<file path="src/rtl/tickSeqPkg.sv">
package tickSeqPkg;
  // Strobes from the control FSM into the completion datapath.
  typedef struct packed {
    logic clearLatches;  // wipe all done memory (start cycle)
    logic acceptDone;    // done pulses may be recorded
  } seqStrobe_t;
endpackage

</file>
<file path="src/rtl/tickCtrl.sv">
module tickCtrl
  import tickSeqPkg::*;
(
  input  logic       clk,
  input  logic       rstN,
  input  logic       tickReq,
  input  logic       netDone,
  output logic       tickStart,
  output logic       busy,
  output seqStrobe_t strobe
);
  logic pending;
  logic issue;

  assign issue = !busy && (tickReq || pending);

  always_ff @(posedge clk) begin
    if (!rstN) begin
      tickStart <= 1'b0;
      busy      <= 1'b0;
      pending   <= 1'b0;
    end else begin
      tickStart <= issue;
      if (issue)        busy <= 1'b1;
      else if (netDone) busy <= 1'b0;
      if (issue)        pending <= 1'b0;
      else if (tickReq) pending <= 1'b1;
    end
  end

  always_comb begin
    strobe.clearLatches = tickStart;
    strobe.acceptDone   = busy && !tickStart;
  end
endmodule

</file>
<file path="src/rtl/doneMerge.sv">
module doneMerge #(
  parameter int WIDTH = 4
) (
  input  logic             clk,
  input  logic             rstN,
  input  logic             clear,
  input  logic             accept,
  input  logic [WIDTH-1:0] pulses,
  output logic             done
);
  logic [WIDTH-1:0] seen;
  logic             fired;
  logic             allNow;

  assign allNow = &(seen | (pulses & {WIDTH{accept}}));

  always_ff @(posedge clk) begin
    if (!rstN) begin
      seen  <= '0;
      fired <= 1'b0;
      done  <= 1'b0;
    end else if (clear) begin
      seen  <= '0;
      fired <= 1'b0;
      done  <= 1'b0;
    end else if (accept) begin
      seen <= seen | pulses;
      done <= allNow && !fired;
      if (allNow) fired <= 1'b1;
    end else begin
      done <= 1'b0;
    end
  end
endmodule

</file>
<file path="src/rtl/doneTree.sv">
module doneTree
  import tickSeqPkg::*;
#(
  parameter int NUM_LAYERS      = 3,
  parameter int CORES_PER_LAYER = 4
) (
  input  logic                                  clk,
  input  logic                                  rstN,
  input  seqStrobe_t                            strobe,
  input  logic [NUM_LAYERS*CORES_PER_LAYER-1:0] coreDone,
  output logic [NUM_LAYERS-1:0]                 layerDone,
  output logic                                  netDone
);
  for (genvar l = 0; l < NUM_LAYERS; l++) begin : g_layer
    doneMerge #(.WIDTH(CORES_PER_LAYER)) i_layerMerge (
      .clk    (clk),
      .rstN   (rstN),
      .clear  (strobe.clearLatches),
      .accept (strobe.acceptDone),
      .pulses (coreDone[l*CORES_PER_LAYER +: CORES_PER_LAYER]),
      .done   (layerDone[l])
    );
  end

  doneMerge #(.WIDTH(NUM_LAYERS)) i_netMerge (
    .clk    (clk),
    .rstN   (rstN),
    .clear  (strobe.clearLatches),
    .accept (strobe.acceptDone),
    .pulses (layerDone),
    .done   (netDone)
  );
endmodule

</file>
<file path="src/rtl/tickSequencer.sv">
module tickSequencer
  import tickSeqPkg::*;
#(
  parameter int NUM_LAYERS      = 3,
  parameter int CORES_PER_LAYER = 4,
  localparam int TOTAL_CORES    = NUM_LAYERS * CORES_PER_LAYER
) (
  input  logic                   clk,
  input  logic                   rstN,
  input  logic                   tickReq,
  input  logic [TOTAL_CORES-1:0] coreDone,
  output logic                   tickStart,
  output logic                   busy,
  output logic [NUM_LAYERS-1:0]  layerDone,
  output logic                   netDone
);
  seqStrobe_t strobe;

  tickCtrl i_ctrl (
    .clk       (clk),
    .rstN      (rstN),
    .tickReq   (tickReq),
    .netDone   (netDone),
    .tickStart (tickStart),
    .busy      (busy),
    .strobe    (strobe)
  );

  doneTree #(
    .NUM_LAYERS      (NUM_LAYERS),
    .CORES_PER_LAYER (CORES_PER_LAYER)
  ) i_tree (
    .clk       (clk),
    .rstN      (rstN),
    .strobe    (strobe),
    .coreDone  (coreDone),
    .layerDone (layerDone),
    .netDone   (netDone)
  );
endmodule

</file>
<file path="config.mk">
export PLATFORM = sky130hd
export DESIGN_NAME = tickSequencer
export DESIGN_NICKNAME = d
export VERILOG_FILES = /design/src/rtl/tickSeqPkg.sv /design/src/rtl/tickCtrl.sv /design/src/rtl/doneMerge.sv /design/src/rtl/doneTree.sv /design/src/rtl/tickSequencer.sv
export SDC_FILE = /design/constraint.sdc
export NUM_CORES = 1
export LEC_CHECK = 0
export ABC_AREA = 0
export BUFFER_PORTS_ARGS = -buffer_cell sky130_fd_sc_hd__buf_2
export CORE_MARGIN = 2
export CORE_UTILIZATION = 50
export DETAILED_ROUTE_END_ITERATION = 8
export GPL_TIMING_DRIVEN = 0
export PLACE_DENSITY = 0.83
export SLEW_MARGIN = 15
export SYNTH_ARGS = -nofsm -noshare
export SYNTH_HDL_FRONTEND = slang
export SYNTH_SLANG_ARGS = --single-unit
</file>
<file path="constraint.sdc">
create_clock -name clk -period 1.1 [get_ports clk]
set_input_delay 0.11 -clock clk [delete_from_list [all_inputs] [get_ports clk]]
set_output_delay 0.11 -clock clk [all_outputs]
set_load 0.01 [all_outputs]
</file>
**Word-level counts from Yosys, hierarchy flattened**

Index checks and enable logic that the tools add are counted.

- Bits in registers: 26
- Bits of input ports: 15

- Muxes and demuxes: 2
- Bitwise operators: 14
- Reduce and logical (&&, ||, !) cells: 25

Operators with widths:

| kind | count |
|---|---|
| $or 4x4->4 | 6 |
| $reduce_and 4->1 | 4 |
| $reduce_and 5->1 | 3 |
| $and 4x4->4 | 3 |
| $logic_and 1x1->1 | 6 |
| $logic_not 1->1 | 6 |
| $or 3x3->3 | 2 |
| $reduce_or 2->1 | 2 |
| $and 3x3->3 | 1 |
| $reduce_and 3->1 | 1 |
| $reduce_or 3->1 | 1 |
| $mux 1 | 2 |
| $not 1->1 | 2 |
| $reduce_bool 2->1 | 1 |
| $logic_or 1x1->1 | 1 |

**Longest topological paths before layout**

Gate-level depths: netlist (run 1).

- Depth after elaboration: 6
- Gate-level depth with buffers: 4

**By module**

A second synthesis (run 1) with hierarchy kept.

- Cell total of the unflattened synthesis: 90
- Area, all modules: 927.1 um^2

By module, submodules not included:

| module | instances | cells each | area an instance (um^2) |
|---|---|---|---|
| doneMerge at i_tree.g_layer[0].i_layerMerge ... | 3 | 21 | 211.5 |
| doneMerge at i_tree.i_netMerge | 1 | 16 | 191.4 |
| tickCtrl | 1 | 11 | 101.3 |

**Least setup slack after synthesis (run 1)**

No wires, ideal clock.

- Path kind: flip-flop to flip-flop
- Start: register i_ctrl.tickStart
- End: register i_tree.g_layer[1].i_layerMerge.seen[0]
- Library setup time: 0.119 ns
- Data arrival time: 0.943 ns
- Required time: 0.981 ns
- Slack: 0.038 ns
- Cell stages (with the launch flop): 5
- Path buffers: 1
- Period minus slack after synthesis: 1.062 ns
- Path through: dfxtp_1 -> and2b_4 -> buf_4 -> a21oi_1 -> nor2_1

- Longest elaborated chain between the ends: 2

RTL lines:

| what | RTL line | text |
|---|---|---|
| start, declared | tickCtrl.sv:8 | `output logic tickStart,` |
| start signal, assigned | tickCtrl.sv:23 | `tickStart <= issue;` |
| $logic_not 1->1 | tickCtrl.sv:33 | `strobe.acceptDone = busy && !tickStart;` |
| $logic_and 1x1->1 | tickCtrl.sv:33 |  |
| end signal, assigned | doneMerge.sv:27 | `seen <= seen \| pulses;` |
| end, declared | doneMerge.sv:11 | `logic [WIDTH-1:0] seen;` |

Parallel ways exist; a longest one is shown, timed or not.
A chain may end at the register's enable or synchronous reset.

**Final worst setup path (run 1)**

- Start: register i_ctrl.tickStart
- End: register i_tree.g_layer[1].i_layerMerge.seen[3]

The elaborated chain is that of the path after synthesis.

==> results of run 1 <==
[cell type report]
class | count | area share
buffer | 5 | 0.0341
clock buffer | 4 | 0.0329
multi-input combinational | 61 | 0.333
sequential | 26 | 0.474
tap | 25 | 0.0284
timing repair buffer | 21 | 0.0976
[worst max-delay path, cell delays in order (launching register included)]
cell	delay, ps
dfxtp_2	350
and2b_4	290
buf_4	190
a21oi_1	80
nor2_1	90
[sequential cells by signal, summed over array words and instances (netlist names)]
| signal | flops |
|---|---|
| i_tree.g_layer.i_layerMerge.seen | 12 |
| i_tree.i_netMerge.seen | 3 |
| i_tree.g_layer.i_layerMerge.done | 3 |
| i_ctrl.tickStart | 1 |
| i_tree.i_netMerge.done | 1 |
| i_ctrl.pending | 1 |
| i_tree.i_netMerge.fired | 1 |
| i_ctrl.busy | 1 |
| i_tree.g_layer.i_layerMerge.fired | 3 |
[per-stage QoR]
| step | total power [mW] | TNS [ps] | area, µm² | hold WS (ps) | util |
|---|---|---|---|---|---|
| CTS | 1.72 | 0 | 1070 | 21.0 | 0.628 |
| finish | 1.72 | 0 | 1100 | 24.9 | 0.645 |
| global route | 1.80 | -24.5 | 1100 | 27.0 | 0.645 |
| floorplan | 1.18 | 0 | 903 | 248 | - |
| detailed placement | 1.26 | 0 | 1030 | 357 | 0.606 |
| global placement | 1.25 | 0 | 1030 | 342 | 0.606 |
[power breakdown]
part           switching, mW  leakage (nW)  internal [mW]
clock network          0.261        0.0210          0.202
registers             0.0308         0.212          0.991
logic                  0.133         0.217          0.101
[metal layers]
layer	part of all wire	vias to the layer above	wire [µm]	track usage
met5	0	-	0	0
met4	0.026	0	46	0.0857
met3	0.042	5	73	0.0235
met2	0.51	19	887	0.317
met1	0.42	350	742	0.204
li1	-	370	-	-
[placed cells by master, fill, tap and decap left out, types with 2 or more instances in the layout]
master	instances
dfxtp_1	24
buf_2	20
nor2_1	19
a21oi_1	14
o22ai_1	5
buf_4	5
clkbuf_4	4
nor4_2	3
nor3_1	3
o21a_1	3
nand2_1	2
nand2b_1	2
dfxtp_2	2
[final timing paths]
path / startpoint / end / slack (ps)
setup / recovery: i_ctrl.tickStart / i_tree.g_layer[1].i_layerMerge.seen[3] / 40
hold / removal: tickReq / i_ctrl.pending / 20
setup reg to reg: i_ctrl.tickStart / i_tree.g_layer[1].i_layerMerge.seen[3] / 40
hold reg to reg: i_tree.g_layer[1].i_layerMerge.fired / i_tree.g_layer[1].i_layerMerge.done / 450
[kinds of logic (layout without fill, tap and decap cells)]
family          after synthesis  in the layout  share of synthesized area
compound gates               27             27                      0.180
simple gates                 34             34                      0.205
flops                        26             26                      0.576
buf+inv                       5             30                     0.0388
[timing repair]
item                       4_1_cts  5_1_grt
setup endpoints to repair        3       16
resized for setup                1        6
buffers inserted                 0        1
gates cloned                     0        0
==> impl_metrics.yaml, run 1 <==
status:
  status: "finished clean"
setup_path:
  criticalPathCategory: "flop to flop"
  cp-end-kind: "flop"
  r2r_cells: 4
  cp-start-kind: "flop"
  cp_max_fo: 10
  critPathRequiredTime_ps: 1360
  worstPathArrival_ps: 1320
timing:
  tightest_slew_ps: 333
  setup_viol: 0
  slew_viol_final: 0
  min_period_ps: 1060
  period_share: 0.963
  hold_viol: 0
  fin_ws_ps: 41.2
  fmax_mhz: 944
  rsz0062_at_grt: "yes"
  final.setup_skew_ps: 2.05
  relSlewSlack: 0.777
synth:
  ys_top_cells_by_area: "dfxtp_1 58%, a21oi_1 8.3%, nor2_1 7.9%"
  synthCells: 92
  yosysTopAreaCell: "dfxtp_1"
  async_flop_share: 0
  yosysWarningCount: 0
  ys_types: 20
  synth_top_area_frac: 0.576
  synth_common_cells: "26 x dfxtp_1, 19 x nor2_1, 15 x a21oi_1, 5 x o22ai_1, 4 x buf_4"
  syn_nets: 107
  ys_seq_elements: 26
  ys_seq_area_frac: 0.576
  synthFlopType: "dfxtp_1"
  syn-cell-area_um2: 903
  syn_avg_cell_area_um2: 9.82
  synth_most_common_cell: "dfxtp_1"
  synth_edf_count: 0
floorplanning:
  ioPinCount: 21
  die_h_um: 46.5
  die_w_um: 46.5
  die_area_um2: 2160
  row_count: 15
  core_um2: 1710
  start_util: 0.529
pwr:
  p_leak_nw: 0.450
  ir_worst_vdd_mv: 1.23
  p_per_area_nw_per_um2: 1560
clocking:
  clk_pin_slew_ps: 130
  cts-hold-fix-buffers: 0
  ctsLongestPathBuffers: 2
  clk_latency_ps: 310
  cts.sinks: 26
  htreeDepth: 1
  cts_buffers: 3
  ctsRootBufferMaster: "clkbuf_4"
  cts_tree: "built"
detailed_routing:
  drcViolationCount: 0
  drtPass1Iterations: 4
  ant_nets: 0
  drt_iter0_markers: 18
  routed-via-count: 744
  avgViaCountPerCell: 5.24
  routed_wl_mm: 1.75
  wl_per_cell_um: 12.3
placed_design:
  portBuffers: 20
  dpl_worst_slack_ps: 11.7
  dp_hpwl_mm: 1.29
  dp_cells: 137
  gp_congestion: 0.766
global_routing:
  grt_max_degree: 15
  track_usage: 0.177
  antenna_found_initial: 0
  grt_pass1_vias: 678
  grt_pass1_wl_mm: 2.68
  overflow: 0
hold_path:
  hold-path-cell-count: 3
  hold_class: "primary input to flop"
final_layout:
  syn_to_final_growth_pct: 22.0
  multi_input_area_um2: 367
  drive_above_1_share: 0.342
  diodes: 0
  fin_nets: 133
  seq_area_um2: 523
  stdcell_count: 142
  fill_cells: 145
flow_run:
  maxCapViolCount: 0
Note: power is estimated with default switching activity, not from simulation.
==> run 2, diff against run 1 <==
--- a/config.mk
+++ b/config.mk
@@ -5,13 +5,14 @@
 export SDC_FILE = /design/constraint.sdc
 export NUM_CORES = 1
 export LEC_CHECK = 0
-export ABC_AREA = 0
+export ABC_AREA = 1
 export BUFFER_PORTS_ARGS = -buffer_cell sky130_fd_sc_hd__buf_2
 export CORE_MARGIN = 2
-export CORE_UTILIZATION = 50
+export CORE_UTILIZATION = 52
 export DETAILED_ROUTE_END_ITERATION = 8
 export GPL_TIMING_DRIVEN = 0
-export PLACE_DENSITY = 0.83
+export HOLD_SLACK_MARGIN = 0.12
+export PLACE_DENSITY = 0.84
 export SLEW_MARGIN = 15
 export SYNTH_ARGS = -nofsm -noshare
 export SYNTH_HDL_FRONTEND = slang
==> run 2 against run 1 <==
Against the previous run:
- the flow now finishes with violations (negative setup slack)
- die area is 10% higher
- global-route usage up 4.0 points
- worst setup slack got worse by 170 ps
- critical endpoint is now i_tree.g_layer[1].i_layerMerge.fired
- largest cell class is now multi-input gates
- largest power group unchanged
==> impl_metrics.yaml, run 2 <==
status:
  status: "complete, but fails checks"
  violations: "negative setup slack"
timing:
  setup_viol: 9
  min_period_ps: 1230
  fmax_mhz: 811
  fin_ws_ps: -132
  relSlewSlack: 0.749
  final.setup_skew_ps: 6.25
  hold_viol: 0
  slew_viol_final: 0
  holdWs_ps: 170
  tightest_slew_ps: 372
  rsz0062_at_grt: "yes"
  period_share: 1.12
setup_path:
  cp-startpoint: "i_ctrl.tickStart"
  worstPathArrival_ps: 1510
  r2r-start: "i_ctrl.tickStart"
  critPathRequiredTime_ps: 1380
  endpoint: "i_tree.g_layer[1].i_layerMerge.fired"
  r2r_cells: 8
  r2r_slack_ps: -130
  cp-end-kind: "flop"
  cp_max_fo: 5
  criticalPathCategory: "flop to flop"
  reg2reg_to: "i_tree.g_layer[1].i_layerMerge.fired"
  cp-start-kind: "flop"
placed_design:
  dp_hpwl_mm: 1.38
  portBuffers: 20
  gp_congestion: 0.738
  dpl_worst_slack_ps: -56.8
final_layout:
  drive_above_1_share: 0.481
  final_common_cell: "inv_1"
  diodes: 0
  fill_cells: 72
  final_cell_mix: "31 x inv_1, 24 x dfxtp_1, 19 x buf_2, 12 x nand2_2, 12 x dlygate4sd3_1"
  largest_register_ffs: 12
  regMostFlops: "i_tree.g_layer.i_layerMerge.seen"
  fin_nets: 205
  syn_to_final_growth_pct: 69.1
synth:
  synth_top_area_frac: 0.498
  synthFlopType: "dfxtp_1"
  synth_most_common_cell: "inv_1"
  syn_nets: 155
  synth_common_cells: "32 x inv_1, 26 x dfxtp_1, 20 x nand2_1, 14 x a21oi_1, 13 x nand3_1"
  async_flop_share: 0
  ys_types: 18
  synth_edf_count: 0
  syn-cell-area_um2: 1050
  synthCells: 140
  ys_top_cells_by_area: "dfxtp_1 50%, inv_1 11%, nand2_1 7.2%"
  yosysTopAreaCell: "dfxtp_1"
  ys_seq_area_frac: 0.498
  yosysWarningCount: 0
  syn_avg_cell_area_um2: 7.47
  ys_seq_elements: 26
clocking:
  cts.sinks: 26
  cts_tree: "built"
  clk_pin_slew_ps: 150
  clk_latency_ps: 330
  htreeDepth: 1
  cts_buffers: 3
  ctsRootBufferMaster: "clkbuf_4"
  ctsLongestPathBuffers: 2
global_routing:
  grt_max_degree: 15
  overflow: 0
  track_usage: 0.218
  grt_pass1_vias: 924
  grt_pass1_wl_mm: 3.95
  antenna_found_initial: 0
detailed_routing:
  routed-via-count: 1185
  drcViolationCount: 0
  routed_wl_mm: 4.03
  drtPass1Iterations: 4
  ant_nets: 0
  wl_per_cell_um: 18.6
  avgViaCountPerCell: 5.49
  drt_iter0_markers: 63
floorplanning:
  row_count: 16
  start_util: 0.544
  die_area_um2: 2390
  die_h_um: 48.9
  ioPinCount: 21
  die_w_um: 48.9
  core_um2: 1920
hold_path:
  hold_class: "primary input to flop"
flow_run:
  maxCapViolCount: 0
pwr:
  p_per_area_nw_per_um2: 1210
  p_leak_nw: 0.711
  ir_worst_vdd_mv: 1.30
==> run 2: worst min path at each step <==
stage                                                         to  cells after the start  slack [ps]         from
after floorplan                                   i_ctrl.pending                      2         230      tickReq
after global placement                            i_ctrl.pending                      3         330      tickReq
after detailed placement                          i_ctrl.pending                      3         350      tickReq
after CTS                 i_tree.g_layer[0].i_layerMerge.seen[2]                      5         160  coreDone[2]
after global routing         i_tree.g_layer[0].i_layerMerge.done                      5         210  coreDone[2]
final                        i_tree.g_layer[0].i_layerMerge.done                      5         170  coreDone[2]
==> run 2: repair_timing <==
| action | CTS | global route |
|---|---|---|
| hold buffers | 12 | 0 |
| hold endpoints to repair | 13 | 0 |
| pin swaps | 2 | 20 |
| endpoints found under the setup margin | 14 | 16 |
| buffers inserted | 1 | 8 |
| gates resized for setup | 18 | 58 |
| cloned | 2 | 2 |
==> run 2: cell type report <==
type / count / area [µm²] / share of cell area
well taps: 27 / 33.8 / 0.0191
multi-input cells: 76 / 611 / 0.345
plain buffers: 6 / 63.8 / 0.0361
clock buffers: 4 / 36.3 / 0.0205
repair buffers: 44 / 365 / 0.207
inverters: 33 / 131 / 0.0743
flip-flops and latches: 26 / 528 / 0.298
==> run 2: cell families (layout without fill, tap and decap cells) <==
logic type / count (synthesis) / in the layout / share of synthesized area
and+or+nand+nor: 52 / 53 / 0.218
buffers and inverters: 39 / 87 / 0.166
DFF: 26 / 26 / 0.498
AOI/OAI and AO/OA: 23 / 23 / 0.118
==> run 2: worst max-delay path: stages, from the launching register on <==
cell and delay, ps:
dfxtp_4 400, inv_8 70, buf_8 150, nand3_4 80, nand2_2 80, nand2_2 50, nor2_2 120, nand2_1 80
a21oi_2 140
==> run 2: stage by stage <==
step / total power, mW / instance area (µm²) / util / setup TNS (ps) / instances
after global routing: 2.17 / 1770 / 0.921 / -1230 / 216
after floorplan: 1.20 / 1050 / - / 0 / 140
after CTS: 1.83 / 1420 / 0.738 / -46.9 / 206
after detailed placement: 1.28 / 1180 / 0.615 / -427 / 187
after global placement: 1.27 / 1180 / 0.615 / -330 / 187
final: 2.13 / 1770 / 0.921 / -748 / 216
==> run 2: metal layers <==
metal,part of all wire,vias up,wire (µm),GRT usage
met5,0,-,0,0
met4,0.036,0,144,0.148
met3,0.087,20,350,0.0337
met2,0.48,84,1930,0.361
met1,0.40,558,1610,0.260
li1,-,523,-,-
==> run 2: where the power goes <==
group / total [mW] / internal [mW] / switching (mW) / leakage (nW)
combinational: 0.610 / 0.265 / 0.346 / 0.478
clock: 0.503 / 0.203 / 0.300 / 0.0210
sequential: 1.02 / 0.987 / 0.0316 / 0.212
==> run 3, diff against run 2 <==
--- a/config.mk
+++ b/config.mk
@@ -6,6 +6,7 @@
 export NUM_CORES = 1
 export LEC_CHECK = 0
 export ABC_AREA = 1
+export ABC_CLOCK_PERIOD_IN_PS = 1100
 export BUFFER_PORTS_ARGS = -buffer_cell sky130_fd_sc_hd__buf_2
 export CORE_MARGIN = 2
 export CORE_UTILIZATION = 52
@@ -16,4 +17,5 @@
 export SLEW_MARGIN = 15
 export SYNTH_ARGS = -nofsm -noshare
 export SYNTH_HDL_FRONTEND = slang
+export SYNTH_HIERARCHICAL = 1
 export SYNTH_SLANG_ARGS = --single-unit
==> run 3 against run 2 <==
Against the previous run:
- the run still ends with negative setup slack left
- largest cell class is now sequential cells
- first-iteration DRC count fell by 68%
- total power fell by 14%
- combinational power fell by 40%
- worst setup slack improved by 41 ps
==> impl_metrics.yaml, run 3 <==
global_routing:
  grt_pass1_wl_mm: 4.20
  antenna_found_initial: 0
  track_usage: 0.227
  grt_max_degree: 15
  overflow: 0
  grt_pass1_vias: 1014
timing:
  hold_viol: 0
  final.setup_skew_ps: 10.2
  slew_viol_final: 0
  tightest_slew_ps: 258
  fmax_mhz: 839
  relSlewSlack: 0.826
  fin_ws_ps: -91.5
  period_share: 1.08
  min_period_ps: 1190
  setup_viol: 6
  rsz0062_at_grt: "yes"
final_layout:
  largest_register_ffs: 12
  final_cell_mix: "39 x nand2_1, 28 x inv_1, 24 x dfxtp_1, 20 x nor2_1, 19 x buf_2"
  drive_above_1_share: 0.264
  regMostFlops: "i_tree/g_layer.i_layerMerge/seen"
  fin_area_um2: 1440
  fin_nets: 209
  syn_to_final_growth_pct: 39.8
  final_common_cell: "nand2_1"
  fill_cells: 136
  diodes: 0
placed_design:
  dpl_cell_area_um2: 1180
  portBuffers: 20
  dp_hpwl_mm: 1.41
  gp_congestion: 0.748
setup_path:
  r2r_slack_ps: -90
  crit_buf_inv: 1
  cp-start-kind: "flop"
  cp-startpoint: "i_ctrl/busy"
  worstPathArrival_ps: 1450
  endpoint: "i_tree/g_layer[1].i_layerMerge/done"
  crit_chain: "inv_6, nor2_4, nand2_1, nand2_1, nand2_1, nor2_2, nand2_1, nor2_1"
  critPathSlowestCell: "dfxtp_4"
  cp-end-kind: "flop"
  critPathMaxStageDelay_ps: 390
  reg2reg_to: "i_tree/g_layer[1].i_layerMerge/done"
  r2r_cells: 8
  critPathRequiredTime_ps: 1360
  critical_path_depth: 8
  criticalPathCategory: "flop to flop"
  r2r-start: "i_ctrl/busy"
  crit_top_cell: "nand2_1"
  cpLargestDelayFamily: "simple AND/OR/NAND/NOR gates"
  cp_max_fo: 5
synth:
  syn_nets: 163
  synthCells: 148
  ys_seq_area_frac: 0.505
  synth_top_area_frac: 0.505
  syn-cell-area_um2: 1030
  async_flop_share: 0
  ys_top_cells_by_area: "dfxtp_1 50%, nand2_1 16%, inv_1 11%"
  synth_common_cells: "44 x nand2_1, 29 x inv_1, 26 x dfxtp_1, 23 x nor2_1, 15 x a21oi_1"
  synth_most_common_cell: "nand2_1"
  yosysWarningCount: 6
  yosysTopAreaCell: "dfxtp_1"
  syn_avg_cell_area_um2: 6.97
  synthFlopType: "dfxtp_1"
  ys_types: 13
  ys_seq_elements: 26
  synth_edf_count: 0
clocking:
  clk_latency_ps: 310
  ctsLongestPathBuffers: 2
  ctsRootBufferMaster: "clkbuf_4"
  htreeDepth: 1
  clk_pin_slew_ps: 130
  cts_tree: "built"
  cts_buffers: 3
  cts.sinks: 26
floorplanning:
  core_um2: 1920
  ioPinCount: 21
  start_util: 0.536
  row_count: 16
  die_w_um: 48.5
  die_area_um2: 2350
  die_h_um: 48.5
detailed_routing:
  ant_nets: 0
  wl_per_cell_um: 11.2
  drcViolationCount: 0
  routed_wl_mm: 2.46
  avgViaCountPerCell: 4.78
  routed-via-count: 1052
  drt_iter0_markers: 20
  drtPass1Iterations: 4
hold_path:
  hold_class: "primary input to flop"
pwr:
  total_power_mw: 1.84
  p_per_area_nw_per_um2: 1280
  p_leak_nw: 0.674
  ir_worst_vdd_mv: 1.10
status:
  violations: "negative setup slack"
  status: "complete, but fails checks"
flow_run:
  maxCapViolCount: 0
run 3: worst min path at each step:
stage / from / to / slack [ps] / cells past startpoint
global route: coreDone[8] / i_tree/g_layer[2].i_layerMerge/seen[0] / 140 / 4
detailed placement: coreDone[11] / i_tree/g_layer[2].i_layerMerge/seen[3] / 370 / 3
CTS: coreDone[8] / i_tree/g_layer[2].i_layerMerge/seen[0] / 130 / 4
floorplan: rstN / i_ctrl/pending / 230 / 2
global placement: coreDone[11] / i_tree/g_layer[2].i_layerMerge/seen[3] / 360 / 3
finish: coreDone[8] / i_tree/g_layer[2].i_layerMerge/seen[0] / 130 / 4
run 3: worst register-to-register path: stages (launching register included):
cell and delay (ps):
dfxtp_4 390, inv_6 60, nor2_4 170, nand2_1 100, nand2_1 80, nand2_1 70
nor2_2 110, nand2_1 70, nor2_1 100
run 3: kinds of logic (layout without fill, tap and decap cells):
| logic type | count (synthesis) | in the layout | share of synthesized area |
|---|---|---|---|
| AO/OA/AOI/OAI | 17 | 17 | 0.0862 |
| buffers and inverters | 31 | 73 | 0.116 |
| flip-flops | 26 | 26 | 0.505 |
| AND/OR/NAND/NOR | 74 | 77 | 0.292 |
run 3: per-stage QoR:
stage                     TNS (ps)  hold WS [ps]  setup WS (ps)  cells   util
after floorplan               -428           235          -76.8    148      -
after global placement       -1420           355           -209    195  0.612
after detailed placement     -2050           368           -276    195  0.612
after CTS                     -141           127          -42.5    219  0.736
after global routing         -1150           140           -192    220  0.750
final                         -412           134          -91.5    220  0.750
run 3: layout make-up:
class | count | area [µm²] | area share
Sequential cell | 26 | 528 | 0.366
Timing Repair Buffer | 38 | 274 | 0.190
Tap cell | 27 | 33.8 | 0.0234
Buffer | 1 | 7.51 | 0.00521
Clock buffer | 4 | 36.3 | 0.0252
Multi-Input combinational cell | 94 | 444 | 0.308
Inverter | 30 | 118 | 0.0816
run 3: metal layers:
layer,track usage,vias up,wire length [µm]
li1,-,531,-
met1,0.265,470,1000
met2,0.407,41,1280
met3,0.0494,10,120
met4,0.0857,0,61
met5,0,-,0
run 3: report_power, final:
group | switching (mW) | internal [mW]
clock network | 0.257 | 0.202
registers | 0.0297 | 0.987
logic | 0.199 | 0.165
run 3: timing repair:
action	in CTS	in global routing
pin swaps	7	2
cloned	3	0
hold endpoints to repair	15	0
endpoints found under the setup margin	20	11
hold buffers	13	0
setup buffers	4	1
gates resized for setup	8	6
